### src/rtl/dcmd_pkg.sv
package dcmd_pkg;

    localparam logic [7:0] OP_NOP  = 8'h00;
    localparam logic [7:0] OP_WR   = 8'h01;
    localparam logic [7:0] OP_WUS  = 8'h02;
    localparam logic [7:0] OP_WLN  = 8'h03;
    localparam logic [7:0] OP_WVB  = 8'h04;
    localparam logic [7:0] OP_IRQ  = 8'h07;
    localparam logic [7:0] OP_IDX  = 8'h09;

    localparam logic [1:0] SEL_CTRL = 2'd0;
    localparam logic [1:0] SEL_HEAD = 2'd1;
    localparam logic [1:0] SEL_TAIL = 2'd2;

    typedef enum logic [1:0] {EV_US, EV_LINE, EV_VBL} ev_e;

    typedef enum logic [2:0] {
        S_IDLE, S_ARM, S_FETCH, S_DEC, S_BFETCH, S_BLO, S_BHI, S_WAIT
    } st_e;

    typedef struct packed {
        logic [7:0]  op;
        logic [3:0]  be;
        logic [19:0] off;
        logic [31:0] data;
    } instr_t;

    function automatic logic is_wait(input logic [7:0] op);
        return (op == OP_WUS) || (op == OP_WLN) || (op == OP_WVB);
    endfunction

    function automatic ev_e wait_kind(input logic [7:0] op);
        case (op)
            OP_WLN:  return EV_LINE;
            OP_WVB:  return EV_VBL;
            default: return EV_US;
        endcase
    endfunction

endpackage

### src/rtl/dcmd_cfg.sv
module dcmd_cfg
    import dcmd_pkg::*;
#(
    parameter int AW = 16,
    localparam int SW = AW - 3
) (
    input  logic          clk,
    input  logic          rst,
    input  logic          cfg_we,
    input  logic [1:0]    cfg_sel,
    input  logic [AW-1:0] cfg_wdata,
    input  logic          idle,
    output logic          go,
    output logic          stop,
    output logic          vbl_start,
    output logic [SW-1:0] head_slot,
    output logic [SW-1:0] tail_slot
);
    logic en_q, vbl_q;
    logic ctrl_wr;

    assign ctrl_wr   = cfg_we && (cfg_sel == SEL_CTRL) && (cfg_wdata[AW-1:2] == '0);
    assign stop      = ctrl_wr && !cfg_wdata[0];
    assign go        = cfg_we && (cfg_sel == SEL_TAIL) && en_q && idle
                       && (cfg_wdata[5:0] == 6'd0);
    assign vbl_start = vbl_q;

    always_ff @(posedge clk) begin
        if (rst) begin
            en_q      <= 1'b0;
            vbl_q     <= 1'b0;
            head_slot <= '0;
            tail_slot <= '0;
        end else begin
            if (ctrl_wr) begin
                en_q  <= cfg_wdata[0];
                vbl_q <= cfg_wdata[1];
            end
            if (cfg_we && (cfg_sel == SEL_HEAD) && (cfg_wdata[2:0] == 3'd0))
                head_slot <= cfg_wdata[AW-1:3];
            if (go)
                tail_slot <= cfg_wdata[AW-1:3];
        end
    end

    // an accepted start always leaves a 64-byte aligned tail behind
    assert_tail_aligned_R7: assert property (@(posedge clk) disable iff (rst)
        go |=> (tail_slot[2:0] == 3'd0));

endmodule

### src/rtl/dcmd_wait.sv
module dcmd_wait
    import dcmd_pkg::*;
#(
    parameter int CW = 32
) (
    input  logic          clk,
    input  logic          rst,
    input  logic          load,
    input  ev_e           kind,
    input  logic [CW-1:0] val,
    input  logic          abort,
    input  logic          tick_us,
    input  logic          line_start,
    input  logic          vblank,
    output logic          active
);
    logic [CW-1:0] cnt;
    ev_e           kind_q;
    logic          ev;

    always_comb begin
        case (kind_q)
            EV_LINE: ev = line_start;
            EV_VBL:  ev = vblank;
            default: ev = tick_us;
        endcase
    end

    always_ff @(posedge clk) begin
        if (rst) begin
            active <= 1'b0;
            cnt    <= '0;
            kind_q <= EV_US;
        end else if (abort) begin
            active <= 1'b0;
        end else if (load) begin
            active <= 1'b1;
            cnt    <= val;
            kind_q <= kind;
        end else if (active && ev) begin
            cnt <= cnt - 1'b1;
            if (cnt == {{(CW-1){1'b0}}, 1'b1})
                active <= 1'b0;
        end
    end

    // a wait only ends on a pulse of its own kind (or an abort)
    assert_wait_hold_R4: assert property (@(posedge clk) disable iff (rst)
        (active && !ev && !abort) |=> active);

endmodule

### src/rtl/dcmd_seq.sv
module dcmd_seq
    import dcmd_pkg::*;
#(
    parameter int AW = 16,
    localparam int SW = AW - 3
) (
    input  logic          clk,
    input  logic          rst,
    input  logic          go,
    input  logic          stop,
    input  logic          vbl_start,
    input  logic [SW-1:0] head_slot,
    input  logic [SW-1:0] tail_slot,
    input  logic          vblank,
    input  logic          wait_active,
    output logic          wait_load,
    output ev_e           wait_kind_o,
    output logic [31:0]   wait_val,
    output logic          mem_req,
    output logic [AW-1:0] mem_addr,
    input  logic [63:0]   mem_rdata,
    output logic          reg_we,
    output logic [19:0]   reg_addr,
    output logic [31:0]   reg_wdata,
    output logic [3:0]    reg_be,
    output logic          irq,
    output logic          busy,
    output logic          err
);
    st_e           state;
    logic [SW-1:0] ptr;
    logic [31:0]   bcnt;
    logic [31:0]   hi_q;
    instr_t        ins;
    logic          known;

    assign ins         = instr_t'(mem_rdata);
    assign busy        = (state != S_IDLE);
    assign mem_req     = ((state == S_FETCH) && (ptr != tail_slot)) || (state == S_BFETCH);
    assign mem_addr    = {ptr, 3'b000};
    assign wait_load   = (state == S_DEC) && !stop && is_wait(ins.op) && (ins.data != 32'd0);
    assign wait_kind_o = wait_kind(ins.op);
    assign wait_val    = ins.data;
    assign known       = (ins.op == OP_NOP) || (ins.op == OP_WR) || is_wait(ins.op)
                         || (ins.op == OP_IRQ) || (ins.op == OP_IDX);

    always_ff @(posedge clk) begin
        if (rst) begin
            state     <= S_IDLE;
            ptr       <= '0;
            bcnt      <= '0;
            hi_q      <= '0;
            reg_we    <= 1'b0;
            reg_addr  <= '0;
            reg_wdata <= '0;
            reg_be    <= '0;
            irq       <= 1'b0;
            err       <= 1'b0;
        end else begin
            reg_we <= 1'b0;
            irq    <= 1'b0;
            if (stop) begin
                state <= S_IDLE;
                err   <= 1'b0;
            end else begin
                case (state)
                    S_IDLE: if (go) begin
                        ptr   <= head_slot;
                        state <= vbl_start ? S_ARM : S_FETCH;
                    end
                    S_ARM: if (vblank) state <= S_FETCH;
                    S_FETCH: state <= (ptr == tail_slot) ? S_IDLE : S_DEC;
                    S_DEC: begin
                        ptr   <= ptr + 1'b1;
                        state <= S_FETCH;
                        if (!known) err <= 1'b1;
                        case (ins.op)
                            OP_WR: begin
                                reg_we    <= 1'b1;
                                reg_addr  <= ins.off;
                                reg_wdata <= ins.data;
                                reg_be    <= ins.be;
                            end
                            OP_IRQ: irq <= 1'b1;
                            OP_IDX: begin
                                reg_addr <= ins.off;
                                reg_be   <= 4'hF;
                                bcnt     <= ins.data;
                                if (ins.data != 32'd0) state <= S_BFETCH;
                            end
                            default: if (wait_load) state <= S_WAIT;
                        endcase
                    end
                    S_BFETCH: state <= S_BLO;
                    S_BLO: begin
                        ptr       <= ptr + 1'b1;
                        reg_we    <= 1'b1;
                        reg_wdata <= mem_rdata[31:0];
                        hi_q      <= mem_rdata[63:32];
                        bcnt      <= bcnt - 1'b1;
                        state     <= (bcnt == 32'd1) ? S_FETCH : S_BHI;
                    end
                    S_BHI: begin
                        reg_we    <= 1'b1;
                        reg_wdata <= hi_q;
                        bcnt      <= bcnt - 1'b1;
                        state     <= (bcnt == 32'd1) ? S_FETCH : S_BFETCH;
                    end
                    S_WAIT: if (!wait_active) state <= S_FETCH;
                    default: state <= S_IDLE;
                endcase
            end
        end
    end

    // writes only come out of a running engine
    assert_we_busy_R10: assert property (@(posedge clk) disable iff (rst)
        reg_we |-> ($past(state) != S_IDLE));
    // one slot request outstanding at a time
    assert_single_req_R11: assert property (@(posedge clk) disable iff (rst)
        mem_req |=> !mem_req);
    // interrupt is a single-cycle pulse
    assert_irq_pulse_R5: assert property (@(posedge clk) disable iff (rst)
        irq |=> !irq);
    // a stop leaves the engine idle with no write
    assert_stop_idle_R9: assert property (@(posedge clk) disable iff (rst)
        stop |=> (!busy && !reg_we));
    // error flag is sticky until a stop
    assert_err_sticky_R6: assert property (@(posedge clk) disable iff (rst)
        (err && !stop) |=> err);

endmodule

### src/rtl/dcmd_engine.sv
module dcmd_engine
    import dcmd_pkg::*;
#(
    parameter int AW = 16
) (
    input  logic          clk,
    input  logic          rst,
    input  logic          cfg_we,
    input  logic [1:0]    cfg_sel,
    input  logic [AW-1:0] cfg_wdata,
    output logic          mem_req,
    output logic [AW-1:0] mem_addr,
    input  logic [63:0]   mem_rdata,
    output logic          reg_we,
    output logic [19:0]   reg_addr,
    output logic [31:0]   reg_wdata,
    output logic [3:0]    reg_be,
    input  logic          tick_us,
    input  logic          line_start,
    input  logic          vblank,
    output logic          irq,
    output logic          busy,
    output logic          err
);
    localparam int SW = AW - 3;

    logic          go, stop, vbl_start;
    logic [SW-1:0] head_slot, tail_slot;
    logic          wait_load, wait_active;
    ev_e           wait_kind_s;
    logic [31:0]   wait_val;

    dcmd_cfg #(.AW(AW)) u_cfg (
        .clk(clk), .rst(rst), .cfg_we(cfg_we), .cfg_sel(cfg_sel),
        .cfg_wdata(cfg_wdata), .idle(!busy), .go(go), .stop(stop),
        .vbl_start(vbl_start), .head_slot(head_slot), .tail_slot(tail_slot)
    );

    dcmd_wait #(.CW(32)) u_wait (
        .clk(clk), .rst(rst), .load(wait_load), .kind(wait_kind_s),
        .val(wait_val), .abort(stop), .tick_us(tick_us),
        .line_start(line_start), .vblank(vblank), .active(wait_active)
    );

    dcmd_seq #(.AW(AW)) u_seq (
        .clk(clk), .rst(rst), .go(go), .stop(stop), .vbl_start(vbl_start),
        .head_slot(head_slot), .tail_slot(tail_slot), .vblank(vblank),
        .wait_active(wait_active), .wait_load(wait_load),
        .wait_kind_o(wait_kind_s), .wait_val(wait_val),
        .mem_req(mem_req), .mem_addr(mem_addr), .mem_rdata(mem_rdata),
        .reg_we(reg_we), .reg_addr(reg_addr), .reg_wdata(reg_wdata),
        .reg_be(reg_be), .irq(irq), .busy(busy), .err(err)
    );

endmodule

### config.mk
export PLATFORM = sky130hd
export DESIGN_NAME = dcmd_engine
export DESIGN_NICKNAME = d
export VERILOG_FILES = /design/src/rtl/dcmd_pkg.sv /design/src/rtl/dcmd_cfg.sv /design/src/rtl/dcmd_wait.sv /design/src/rtl/dcmd_seq.sv /design/src/rtl/dcmd_engine.sv
export SDC_FILE = /design/constraint.sdc
export NUM_CORES = 1
export LEC_CHECK = 0
export BUFFER_PORTS_ARGS = -buffer_cell sky130_fd_sc_hd__buf_2
export CAP_MARGIN = 40
export CORE_ASPECT_RATIO = 0.7
export CORE_MARGIN = 8
export CORE_UTILIZATION = 48
export CTS_BUF_LIST = sky130_fd_sc_hd__clkbuf_8
export DETAILED_ROUTE_END_ITERATION = 6
export PLACE_DENSITY = 0.72
export SYNTH_ARGS = -nofsm -noshare
export SYNTH_HDL_FRONTEND = slang
export SYNTH_HIERARCHICAL = 1
export SYNTH_SLANG_ARGS = --single-unit
export TNS_END_PERCENT = 30
### constraint.sdc
create_clock -name clk -period 4.6 [get_ports clk]
set_input_delay 0.23 -clock clk [delete_from_list [all_inputs] [get_ports clk]]
set_output_delay 0.23 -clock clk [all_outputs]
set_load 0.02 [all_outputs]
==> results of run 1 <==
## synth_stat cells (8+ instances only)
cell and instances:
dfxtp_1 202, nand2_1 184, nor2_1 122, a21oi_1 110, clkbuf_1 77, mux2i_1 57, o21ai_0 51, a211oi_1 46
nor4_1 43, nor3_1 38, buf_4 36, a22oi_1 25, nand3_1 25, o22ai_1 20, inv_1 19, or3_1 18
nand4_1 17, or4_1 16, xor2_1 14, and2_1 10, nand2b_1 10, or2_2 10, nor2b_1 9, o211ai_1 8
## layout make-up
cell class | instances | area [sq um] | area share, %
Multi-Input combinational cell | 972 | 5800 | 46.6
Tap cell | 282 | 353 | 2.84
Inverter | 22 | 82.6 | 0.664
Timing Repair Buffer | 235 | 1540 | 12.4
Clock buffer | 39 | 537 | 4.32
Sequential cell | 202 | 4040 | 32.5
Clock inverter | 19 | 81.3 | 0.654
## cells by family (layout without fill, tap and decap cells)
group                      count (synthesis)  after routing  synth area share (%)
muxes                                     61             61                  5.84
other                                      1              3                0.0356
adders and majority gates                  7              7                 0.832
xor gates and xnor gates                  15             15                  1.25
DFF                                      202            202                  38.4
buffers and inverters                    146            315                  6.75
AOI/OAI and AO/OA                        339            339                  20.9
and+or+nand+nor                          547            547                  26.0
## power groups by stage
| stage | Clock, uW | Sequential (uW) | Combinational [uW] |
|---|---|---|---|
| 2_1_floorplan | 0 | 1790 | 82.4 |
| 4_1_cts | 1520 | 1750 | 199 |
| 3_3_place_gp | 0 | 1790 | 162 |
| 6_report | 1490 | 1750 | 208 |
| 3_5_place_dp | 0 | 1790 | 167 |
| 5_1_grt | 1600 | 1750 | 217 |
## worst reg2reg max path, cell delays in order, from the launching register on
cell and delay [ns]:
dfxtp_1 0.50, or3_1 0.48, inv_1 0.07, and3_1 0.14
nand4_1 0.41, inv_2 0.42, or3b_2 0.49, a221oi_2 0.22
buf_4 0.30, a21bo_2 0.26, a22oi_1 0.13, nor2_1 0.06
## worst paths after layout
| kind | endpoint | startpoint | depth (start not counted) | slack [ns] |
|---|---|---|---|---|
| setup reg to reg | u_seq/ptr[3]$_SDFFE_PP0P_ | u_seq/state[0]$_SDFFE_PP0P_ | 11 | 1.01 |
| hold reg to reg | u_seq/reg_addr[10]$_SDFFE_PP0P_ | u_seq/reg_addr[10]$_SDFFE_PP0P_ | 2 | 0.45 |
| setup / recovery | u_seq/ptr[3]$_SDFFE_PP0P_ | u_seq/state[0]$_SDFFE_PP0P_ | 11 | 1.01 |
| hold / removal | u_wait/cnt[25]$_SDFFE_PP0P_ | mem_rdata[25] | 3 | 0.03 |
## cell usage in the layout (no fill, tap or decap), types with 8 or more instances in the layout
cell type	netlist	final
dfxtp_1	202	202
clkbuf_8	0	39
buf_4	36	20
mux2i_1	57	57
dlygate4sd3_1	0	49
a21oi_1	110	110
and2_1	10	10
nand3_1	25	25
or2_2	10	10
nand4_1	17	17
nand2b_1	10	10
o211ai_1	8	8
inv_1	19	35
nor2_1	122	122
or4_1	16	16
xor2_1	14	14
a22oi_1	25	25
buf_2	4	161
nand2_1	184	184
o22ai_1	20	20
nor2b_1	9	9
or3_1	18	18
a211oi_1	46	46
o21ai_0	51	51
nor3_1	38	38
nor4_1	43	42
## per-stage QoR
step                cells  setup WS, ns
CTS                  1771          1.10
finish               1771          1.01
detailed placement   1664          1.08
global placement     1658          1.14
global route         1771         0.796
floorplan            1320          1.34
## sequential cells by signal (all words and copies together) (netlist names)
signal / count
u_cfg/vbl_start: 1
u_wait/kind_q: 2
u_wait/cnt: 32
u_seq/state: 3
u_cfg/head_slot: 13
u_seq/hi_q: 32
u_seq/bcnt: 32
u_seq/reg_addr: 20
u_seq/err: 1
u_seq/reg_be: 4
u_seq/irq: 1
u_cfg/en_q: 1
u_cfg/tail_slot: 13
u_seq/reg_we: 1
u_wait/active: 1
u_seq/ptr: 13
u_seq/reg_wdata: 32
## metal layers
layer	vias to the layer above	track usage [%]	share of wire [%]
met1	5064	34.4	42
met4	2	7.51	3.1
li1	5084	-	-
met3	96	10.7	14
met5	-	0	0.036
met2	593	35.6	41
==> results.toml, run 1 <==
[floorplanning]
fp.dieW_microns = 193
die_h_microns = 140
num_rows = 45
initial_core_util_pct = 48.7
ios = 165
core-area_sq_um = 21600
dieArea_sq_um = 27000

[power_and_ir_drop]
pwr-share-comb_pct = 6.0
leakage_uw = 0.00521
p_int_uw = 2590
p_per_area_nw_per_um2 = 277
p_switching_uw = 859
worst_ir_drop_vdd_uv = 245
p_total_uw = 3450
seqPwrFrac_pct = 50.7
swShare_pct = 24.9
power.clock.fraction_pct = 43.2

[yosys]
syn-cell-area_sq_um = 10500
ys_ff_latch = 202
synth_top_area_share_pct = 38.4
yosysWarningCount = 6
yosys.area.top_type = "dfxtp_1"
async_flop_share_pct = 0
synthCells = 1318
avgSynthCellArea_sq_um = 7.99
synth_edf_count = 0
synthDistinctLibCells = 83
ys_top_cells_by_area = "dfxtp_1, nand2_1, mux2i_1, a21oi_1, nor2_1"
synth-seq-area-share_pct = 38.4
synth_flop_cell = "dfxtp_1"

[cells_and_area]
finalInstanceArea_sq_um = 12400
diodes = 0
final_util_pct = 57.5
nFillCells = 1990
final_layout_size_suffix_gt1_share_pct = 18.4
nets = 1559
syn_to_final_growth_pct = 18.1

[critical_path]
worstPathArrival_ns = 4.05
critPathMaxFanout = 25
cp-start-kind = "register"
crit_type = "register to register"
crit_chain = "or3_1 -> inv_1 -> and3_1 -> nand4_1 -> inv_2 -> or3b_2 -> a221oi_2 -> buf_4 -> a21bo_2 -> a22oi_1 -> nor2_1"
end_kind = "register"
cp_data_required_time_ns = 5.06
cp_top_family = "simple AND/OR/NAND/NOR gates"
critPathMaxStageDelay_ns = 0.50
slowest_stage = "dfxtp_1"
path_buf_inv = 3

[grt]
grt_usage_pct = 25.3
antenna_found_initial = 2
grt_max_degree = 113
grt_pass1_vias = 9934
grt_overflow = 0
grt_first_pass_wirelength_microns = 55100

[sta]
period_minus_slack_ns = 3.59
fmax_mhz = 278
setup-tns-final_ns = 0
slew_violations = 0
slew_headroom_pct = 39.6
hold_viol_final = 0
whs_ns = 0.0282
tightest_slew_ns = 0.904
fin_skew_ns = 0.0121
setup_violations = 0
post-route-period-util_pct = 78.1
rsz0062_at_grt = "false"

[placed_design]
dpl.hpwl_microns = 25100
gp_congestion = 0.932
place_area_sq_um = 11300
portBuffers = 161

[drt]
post-route-drc-count = 0
drt-total-wl_microns = 35900
vias = 10800
route.antenna.remaining_nets = 0
drt_iter0_drc = 1128
dr.pass1.iters = 5
avgRoutedWirePerCell_microns = 20.3
vias_per_cell = 6.12

[cts]
clock_path_buffers = 3
cts_setup_buffers = 0
cts_max_level = 1
insertion_delay_ns = 0.58
ctsHoldBuffers = 49
cts_resized = 0
path_clk_slew_ns = 0.07
cts_tree = "built"
cts-root-buf = "clkbuf_8"
cts.sinks = 202
cts_buffers = 31

[run_status]
status = "finished, final reports clean"

[worst_hold_path]
hold_path.class = "primary input to register"

[run]
cap_violations = 0
(Power assumes the default switching activity.)
==> run 2: changes to the inputs <==
--- a/config.mk
+++ b/config.mk
@@ -12,7 +12,7 @@
 export CORE_UTILIZATION = 48
 export CTS_BUF_LIST = sky130_fd_sc_hd__clkbuf_8
 export DETAILED_ROUTE_END_ITERATION = 6
-export PLACE_DENSITY = 0.72
+export PLACE_DENSITY = 0.75
 export SYNTH_ARGS = -nofsm -noshare
 export SYNTH_HDL_FRONTEND = slang
 export SYNTH_HIERARCHICAL = 1
==> constraint.sdc (replaced) <==
create_clock -name clk -period 3 [get_ports clk]
set_input_delay 0.15 -clock clk [delete_from_list [all_inputs] [get_ports clk]]
set_output_delay 0.15 -clock clk [all_outputs]
set_load 0.02 [all_outputs]
==> run 2 against run 1 <==
Effect of this change: die area is the same; flip-flop and latch count unchanged; sequential power grew 53%; first-iteration DRC count rose by 17%; wire length is 3.8% higher; clock skew rose by 0.0078 ns; global-route usage increased by 1.1 points; count of clock-buffer cells in the layout fell by 3; critical path type is now primary input to register; highest routed layer is now met4.
==> results.toml, run 2 (synthesized netlist as in run 1, its figures left out) <==
[sta]
fin_skew_ns = 0.0199
whs_ns = 0.0225
hold_viol_final = 0
layout_setup_ws_ns = 0.114
setup_violations = 0
fmax_mhz = 347
rsz0062_at_grt = "false"
slew_headroom_pct = 40.3
tightest_slew_ns = 0.894
post-route-period-util_pct = 96.2
slew_violations = 0
period_minus_slack_ns = 2.89

[cells_and_area]
diodes = 0
nets = 1611
final_layout_size_suffix_gt1_share_pct = 20.6
final_common_cell = "dfxtp_1"
syn_to_final_growth_pct = 23.2
instances_no_fill = 1821
final_cell_mix = "dfxtp_1, nand2_1, buf_2, nor2_1, a21oi_1"

[floorplanning]
dieArea_sq_um = 27000
initial_core_util_pct = 48.7
ios = 165
die_h_microns = 140
num_rows = 45
core-area_sq_um = 21600
fp.dieW_microns = 193

[cts]
path_clk_slew_ns = 0.07
insertion_delay_ns = 0.59
cts-root-buf = "clkbuf_8"
cts_max_level = 1
cts_tree = "built"
cts_buffers = 31
cts_setup_buffers = 0
cts.sinks = 202
clock_path_buffers = 3

[placed_design]
portBuffers = 161
preCtsSetupSlack_ns = 0.164
dpl.hpwl_microns = 26000
gp_congestion = 0.903
dp.cells = 1702

[drt]
drt_iter0_drc = 1315
avgRoutedWirePerCell_microns = 20.5
drt-total-wl_microns = 37300
vias_per_cell = 6.13
dr.pass1.iters = 7
vias = 11200
route.antenna.remaining_nets = 0
post-route-drc-count = 0

[power_and_ir_drop]
worst_ir_drop_vdd_uv = 335
leakage_uw = 0.00547
p_per_area_nw_per_um2 = 427
p_total_uw = 5530

[run_status]
status = "finished, final reports clean"

[grt]
grt_overflow = 0
grt_first_pass_wirelength_microns = 57500
antenna_found_initial = 2
grt_pass1_vias = 10300
grt_max_degree = 120
grt_usage_pct = 26.3

[critical_path]
worstPathArrival_ns = 3.34
crit_type = "primary input to register"
slowest_stage = "dlygate4sd3_1"
critPathMaxFanout = 12
crit_chain = "dlygate4sd3_1 -> buf_2 -> nor4_1 -> nand2_1 -> nor4_4 -> and4bb_2 -> nand3_1 -> or2_2 -> inv_1 -> a31oi_1 -> o32ai_1 -> buf_4 -> nand2_1 -> mux2i_1 -> a2111oi_0"
end_kind = "register"
crit_path_frequent_cell = "nand2_1"
cp_data_required_time_ns = 3.45
critPathMaxStageDelay_ns = 0.55
cp-start-kind = "primary input"

[worst_hold_path]
hold_path.class = "primary input to register"

[run]
cap_violations = 0
[run 2: changes by cell type in the layout (fill, tap and decap cells not counted), sizes merged]
cell and delta:
clkinv +2, clkbuf -3, inv -5, dlygate4sd3 +14
bufinv +3, buf +38, clkinvlp +1
[run 2: layout make-up]
| type | count | area [sq um] |
|---|---|---|
| Tap cell | 282 | 353 |
| Fill cell | 1900 | 8650 |
| Timing Repair Buffer | 287 | 2000 |
| Sequential cell | 202 | 4040 |
| Inverter | 22 | 82.6 |
| Multi-Input combinational cell | 972 | 5830 |
| Clock buffer | 36 | 495 |
| Clock inverter | 20 | 170 |
[run 2: path summary, 6_finish.rpt]
check / from / to / cells past startpoint / slack (ns)
max: cfg_wdata[15] / u_wait/cnt[20]$_SDFFE_PP0P_ / 15 / 0.11
min: vblank / u_seq/state[0]$_SDFFE_PP0P_ / 4 / 0.02
min reg2reg: u_seq/reg_addr[11]$_SDFFE_PP0P_ / u_seq/reg_addr[11]$_SDFFE_PP0P_ / 2 / 0.45
max reg2reg: u_seq/state[2]$_SDFFE_PP0P_ / u_seq/ptr[3]$_SDFFE_PP0P_ / 11 / 0.30
[run 2: per-layer routing]
metal / track usage, % / part of all wire [%] / vias to the layer above
met5: 0 / 0 / -
met4: 6.82 / 2.2 / 0
met1: 37.8 / 43 / 5232
met2: 37.9 / 42 / 681
li1: - / - / 5174
met3: 7.42 / 12 / 77
[run 2: where the power goes]
part	internal (uW)	switching [uW]	total (uW)
sequential	2680	0.800	2680
clock	1360	1150	2500
combinational	143	204	347
total	4180	1350	5530
[run 2: worst max-delay path, delay by kind of cell]
family	cells	cell delay [ns]
simple gates	7	1.41
buf+inv	4	0.96
compound gates	3	0.76
mux	1	0.06
[run 2: timing repair]
item | in CTS | in global routing
hold endpoints to repair | 111 | 0
hold buffers | 63 | 0
resized for setup | 0 | 3
endpoints found under the setup margin | 0 | 2
[run 2: per-stage QoR]
stage | setup TNS (ns) | util, % | instance area (sq um)
6_report | 0 | 60.0 | 13000
5_1_grt | 0 | 60.0 | 13000
4_1_cts | 0 | 60.0 | 13000
3_5_place_dp | 0 | 54.0 | 11700
3_3_place_gp | 0 | 53.9 | 11700
2_1_floorplan | -0.00270 | - | 10600
